$ cat src/rtl/coex_pkg.sv
package coex_pkg;

  localparam int PIN_COUNT = 4;

  typedef enum logic [2:0] {
    MODE_ARB = 3'd0,
    MODE_LAN = 3'd1,
    MODE_BT  = 3'd2,
    MODE_TWO = 3'd3,
    MODE_ALT = 3'd4
  } coexMode_e;

  // Output enable pattern per scheme
  localparam logic [PIN_COUNT-1:0] OE_ARB  = 4'b1101;
  localparam logic [PIN_COUNT-1:0] OE_LAN  = 4'b0000;
  localparam logic [PIN_COUNT-1:0] OE_BT   = 4'b0010;
  localparam logic [PIN_COUNT-1:0] OE_TWO  = 4'b0010;
  localparam logic [PIN_COUNT-1:0] OE_ALT  = 4'b0000;

  // Strobes from control to datapath
  typedef struct packed {
    logic      holdOff;
    coexMode_e mode;
  } ctrlStrobe_t;

  function automatic logic isValidMode(input logic [2:0] code);
    return code <= 3'd4;
  endfunction

endpackage

$ cat src/rtl/coex_sync.sv
module coex_sync #(
  parameter int WIDTH  = 4,
  parameter int STAGES = 2
) (
  input  logic             clk,
  input  logic             rstN,
  input  logic [WIDTH-1:0] dIn,
  output logic [WIDTH-1:0] dOut
);

  logic [WIDTH-1:0] chain [STAGES];

  generate
    for (genvar s = 0; s < STAGES; s++) begin : g_stage
      if (s == 0) begin : g_first
        always_ff @(posedge clk or negedge rstN) begin
          if (!rstN) chain[s] <= '0;
          else       chain[s] <= dIn;
        end
      end else begin : g_next
        always_ff @(posedge clk or negedge rstN) begin
          if (!rstN) chain[s] <= '0;
          else       chain[s] <= chain[s-1];
        end
      end
    end
  endgenerate

  assign dOut = chain[STAGES-1];

endmodule

$ cat src/rtl/coex_ctrl.sv
module coex_ctrl
  import coex_pkg::*;
(
  input  logic        clk,
  input  logic        rstN,
  input  logic [2:0]  modeSel,
  input  logic        req,
  input  logic        permit,
  output ctrlStrobe_t strobe
);

  typedef enum logic {ST_RUN, ST_SWITCH} ctrlState_e;

  ctrlState_e state;
  coexMode_e  activeMode;
  coexMode_e  pendMode;
  logic       wantSwitch;

  // A switch is accepted only on a valid, different code while idle
  assign wantSwitch = isValidMode(modeSel) && (modeSel != activeMode)
                      && !req && !permit;

  always_ff @(posedge clk or negedge rstN) begin
    if (!rstN) begin
      state      <= ST_RUN;
      activeMode <= MODE_ARB;
      pendMode   <= MODE_ARB;
    end else begin
      case (state)
        ST_RUN: begin
          if (wantSwitch) begin
            pendMode <= coexMode_e'(modeSel);
            state    <= ST_SWITCH;
          end
        end
        ST_SWITCH: begin
          activeMode <= pendMode;
          state      <= ST_RUN;
        end
        default: state <= ST_RUN;
      endcase
    end
  end

  always_comb begin
    strobe.holdOff = (state == ST_SWITCH);
    strobe.mode    = activeMode;
  end

endmodule

$ cat src/rtl/coex_datapath.sv
module coex_datapath
  import coex_pkg::*;
#(
  parameter int PRIO_W      = 2,
  parameter int SYNC_STAGES = 2
) (
  input  logic                 clk,
  input  logic                 rstN,
  input  ctrlStrobe_t          strobe,
  input  logic                 req,
  input  logic [PRIO_W-1:0]    reqPrio,
  input  logic                 twoWireMaster,
  input  logic                 overrideEn,
  input  logic [PIN_COUNT-1:0] pinIn,
  output logic [PIN_COUNT-1:0] pinOut,
  output logic [PIN_COUNT-1:0] pinOe,
  output logic [PIN_COUNT-1:0] syncPins,
  output logic                 permit
);

  localparam logic [PRIO_W-1:0] VOICE_PRIO = {PRIO_W{1'b1}};

  logic                 permitNext;
  logic [PIN_COUNT-1:0] pinOutNext;
  logic                 isVoice;

  coex_sync #(
    .WIDTH (PIN_COUNT),
    .STAGES(SYNC_STAGES)
  ) u_sync (
    .clk  (clk),
    .rstN (rstN),
    .dIn  (pinIn),
    .dOut (syncPins)
  );

  assign isVoice = (reqPrio == VOICE_PRIO);

  always_comb begin
    permitNext = 1'b0;
    pinOutNext = '0;
    pinOe      = '0;
    case (strobe.mode)
      MODE_ARB: begin
        pinOe         = OE_ARB;
        pinOutNext[0] = req;
        pinOutNext[2] = req & reqPrio[PRIO_W-1];
        pinOutNext[3] = req & reqPrio[PRIO_W-2];
        permitNext    = req & (syncPins[1] | (overrideEn & isVoice));
      end
      MODE_LAN: begin
        pinOe      = OE_LAN;
        permitNext = req & ~syncPins[0];
      end
      MODE_BT: begin
        pinOe         = OE_BT;
        pinOutNext[1] = req;
        permitNext    = req;
      end
      MODE_TWO: begin
        pinOe         = OE_TWO;
        pinOutNext[1] = req;
        permitNext    = twoWireMaster ? req : (req & ~syncPins[0]);
      end
      MODE_ALT: begin
        pinOe      = OE_ALT;
        permitNext = req & syncPins[0];
      end
      default: begin
        pinOe = '0;
      end
    endcase
    if (strobe.holdOff) begin
      permitNext = 1'b0;
      pinOutNext = '0;
    end
  end

  always_ff @(posedge clk or negedge rstN) begin
    if (!rstN) begin
      permit <= 1'b0;
      pinOut <= '0;
    end else begin
      permit <= permitNext;
      pinOut <= pinOutNext;
    end
  end

endmodule

$ cat src/rtl/coex_gate.sv
module coex_gate
  import coex_pkg::*;
#(
  parameter int PRIO_W      = 2,
  parameter int SYNC_STAGES = 2
) (
  input  logic              clk,
  input  logic              rstN,
  input  logic [2:0]        modeSel,
  input  logic              twoWireMaster,
  input  logic              overrideEn,
  input  logic              req,
  input  logic [PRIO_W-1:0] reqPrio,
  input  logic [3:0]        pinIn,
  output logic [3:0]        pinOut,
  output logic [3:0]        pinOe,
  output logic              permit
);

  ctrlStrobe_t strobe;
  logic [3:0]  syncPins;
  logic [2:0]  activeModeW;

  assign activeModeW = strobe.mode;

  coex_ctrl u_ctrl (
    .clk     (clk),
    .rstN    (rstN),
    .modeSel (modeSel),
    .req     (req),
    .permit  (permit),
    .strobe  (strobe)
  );

  coex_datapath #(
    .PRIO_W      (PRIO_W),
    .SYNC_STAGES (SYNC_STAGES)
  ) u_dp (
    .clk           (clk),
    .rstN          (rstN),
    .strobe        (strobe),
    .req           (req),
    .reqPrio       (reqPrio),
    .twoWireMaster (twoWireMaster),
    .overrideEn    (overrideEn),
    .pinIn         (pinIn),
    .pinOut        (pinOut),
    .pinOe         (pinOe),
    .syncPins      (syncPins),
    .permit        (permit)
  );

endmodule

$ cat config.mk
export PLATFORM = sky130hd
export DESIGN_NAME = coex_gate
export DESIGN_NICKNAME = d
export VERILOG_FILES = /design/src/rtl/coex_pkg.sv /design/src/rtl/coex_sync.sv /design/src/rtl/coex_ctrl.sv /design/src/rtl/coex_datapath.sv /design/src/rtl/coex_gate.sv
export SDC_FILE = /design/constraint.sdc
export NUM_CORES = 1
export LEC_CHECK = 0
export BUFFER_PORTS_ARGS = -buffer_cell sky130_fd_sc_hd__buf_2
export CORE_MARGIN = 2
export CORE_UTILIZATION = 30
export CTS_CLUSTER_SIZE = 24
export DETAILED_ROUTE_END_ITERATION = 10
export SYNTH_ARGS = -nofsm -noshare
export SYNTH_HDL_FRONTEND = slang
export SYNTH_SLANG_ARGS = --single-unit
$ cat constraint.sdc
create_clock -name clk -period 2.6 [get_ports clk]
set_input_delay 0.52 -clock clk [delete_from_list [all_inputs] [get_ports clk]]
set_output_delay 0.52 -clock clk [all_outputs]
set_load 0.05 [all_outputs]
==> qor.csv <==
stage;metric;value;unit
layout;layout cells sized above 1;0.397;
sta;Fmax;540;MHz
drt;routed vias;459;
sta;Max Slew Vio Count;0;
clock_network;root buffer cell;clkbuf_4;
layout;fillcell total;214;
sta;setup TNS;0;ps
layout;nets;88;
drt;DR pass1 iterations;2;
clock_network;CTS tree;built;
drt;Iteration-0 DRC Markers;2;
global_routing;total track usage;0.0959;
clock_network;CTS sink cnt;16;
global_routing;initial antenna violation count;0;
sta;Tmin final;1850;ps
clock_network;Hold Buf Count CTS;0;
floorplanning;Chip Width;51.0;µm
hold_path;HP Class;in2async;
placed_design;GP Congestion;0.751;
setup_path;Setup crit end kind;output pin;
power;peak supply drop;0.000443;V
floorplanning;io pins;23;
sta;final period utilization;0.712;
setup_path;crit path max fanout;8;
sta;Fin. Hold Viols;0;
global_routing;gr ovfl total;0;
layout;diode count;0;
layout;Area Overhead vs Synth;22.6;%
run;max cap viols;0;
logic_synthesis;Avg Cell Area, Syn;12.8;µm²
drt;Final ANT Viol Nets;0;
logic_synthesis;syn nets;66;
setup_path;Setup CP Type;reg2out;
floorplanning;Die ar.;2600;µm²
setup_path;CP arrival;1330;ps
logic_synthesis;sequential area share after synthesis;0.604;
clock_network;Reg clk slew, reported paths;90;ps
outcome;outcome;finished, final reports clean;
floorplanning;Core Area;2150;µm²
logic_synthesis;synth unique cells;24;
logic_synthesis;Post-synth EDFFs;0;
clock_network;clk_lat worst skew;280;ps
clock_network;post-CTS setup buffers;0;
placed_design;Port Buf Inserts;20;
placed_design;DP Worst Slack;1040;ps
logic_synthesis;Synth Register Bits;16;
clock_network;TritonCTS Buffers;3;
global_routing;vias in the first global route;403;
sta;Slew Limit Headroom;0.740;
floorplanning;initial core utilization;0.309;
power;Pwr per Cell Area;1160;nW/µm²
logic_synthesis;yosys warns;0;
drt;Remaining DRCs;0;
sta;Least-Margin Pin Slew;387;ps
global_routing;first-pass GRT wire length;1.76;mm
drt;DR WL/cell;10.6;µm
global_routing;largest net degree at the start of global routing;17;
logic_synthesis;mapped cell area;663;µm²
clock_network;PostCTS Resize Cnt;0;
setup_path;Critical Path RT;2080;ps
setup_path;nature of the critical path startpoint;flip-flop;
drt;total wire length;1.07;mm
sta;RSZ-0062 raised after global routing;no;
power;Lkg Pwr;0.414;nW
sta;final setup vio count;0;
placed_design;HPWL Detailed;839;µm
floorplanning;Die Ht;51.0;µm
sta;setup slack after layout;748;ps
sta;Max Clock Skew;3.27;ps
drt;Avg Vias per Cell;4.54;
clock_network;CTS max path bufs;2;
logic_synthesis;Synth Flop Type;dfrtp_1;
floorplanning;Rows;17;
clock_network;depth of the CTS H-tree;1;
logic_synthesis;Post-synth ARST share;1.00;
logic_synthesis;Gate Count Post-Synth;52;
## sequential cells by signal, summed over array words and instances, names as in the netlist
register,flops
u_ctrl.activeMode,3
u_dp.permit,1
u_ctrl.pendMode,3
u_dp.u_sync.dOut,2
u_dp.pinOut,4
u_ctrl.state,1
u_dp.u_sync.chain,2
## critical path: stages (launching register included)
cell and delay, ps:
dfrtp_1 470, nor3_2 270, buf_2 300
## cells by family (layout without fill, tap and decap cells)
group | Yosys count | after routing | synth area share
buffers and inverters | 5 | 26 | 0.0509
DFF | 16 | 16 | 0.604
and+or+nand+nor | 13 | 13 | 0.115
xor gates and xnor gates | 3 | 3 | 0.0396
AOI/OAI and AO/OA | 12 | 12 | 0.140
muxes | 3 | 3 | 0.0509
## through the flow
step / util / cell area [µm²] / hold WS (ps) / power, W / instances
after global routing: 0.379 / 813 / 145 / 0.00100 / 101
after floorplan: - / 668 / 224 / 0.000733 / 52
after detailed placement: 0.362 / 777 / 336 / 0.000793 / 97
after CTS: 0.379 / 813 / 125 / 0.000956 / 101
final: 0.379 / 813 / 127 / 0.000943 / 101
after global placement: 0.362 / 777 / 333 / 0.000785 / 97
## synthesized netlist by cell type, types with 2 or more instances
cell type / count / area share
dfrtp_1: 16 / 0.60
inv_1: 2 / 0.011
mux2_2: 3 / 0.051
o22a_1: 2 / 0.026
and2_1: 2 / 0.019
xor2_1: 3 / 0.040
a21o_1: 2 / 0.023
a21oi_1: 2 / 0.015
buf_4: 2 / 0.023
nor2b_1: 2 / 0.019
nor3_1: 3 / 0.023
## power by group
part	internal (W)	switching, W	total (W)	leakage (nW)
registers	0.000319	0.0000699	0.000389	0.199
logic	0.000132	0.000261	0.000393	0.194
clock network	0.0000852	0.0000761	0.000161	0.0210
total	0.000536	0.000407	0.000943	0.414
## metal layers
metal	vias to the layer above	part of all wire	global-route usage	routed length (µm)
li1	223	-	-	-
met1	217	0.42	0.112	456
met2	15	0.46	0.147	496
met3	4	0.085	0.0322	91
met4	0	0.026	0.0676	28
met5	-	0	0	0
## worst paths after layout
path                                 startpoint                    to  slack, ps  cells after the start
max                        u_ctrl.activeMode[1]              pinOe[0]        750                      2
min                                        rstN          u_ctrl.state        130                      1
max reg2reg                u_ctrl.activeMode[2]    u_ctrl.pendMode[0]       1190                      3
min reg2reg                u_dp.u_sync.chain[5]   u_dp.u_sync.dOut[1]        350                      0
max in group asynchronous                  rstN  u_dp.u_sync.chain[4]       2220                      1
min in group clk                       pinIn[0]  u_dp.u_sync.chain[4]        340                      1
## cell type report
type | count | area [µm²] | area share
timing repair buffer | 20 | 100 | 0.123
inverter | 2 | 7.51 | 0.00923
tap | 28 | 35.0 | 0.0431
sequential | 16 | 400 | 0.492
multi-input combinational | 31 | 234 | 0.288
clock buffer | 4 | 36.3 | 0.0446
## layout by cell type (no fill, tap or decap), types with 3 or more instances in the layout
cell type,instances
dfrtp_1,16
xor2_1,3
buf_2,20
mux2_2,3
clkbuf_4,3
(Power assumes the default switching activity.)
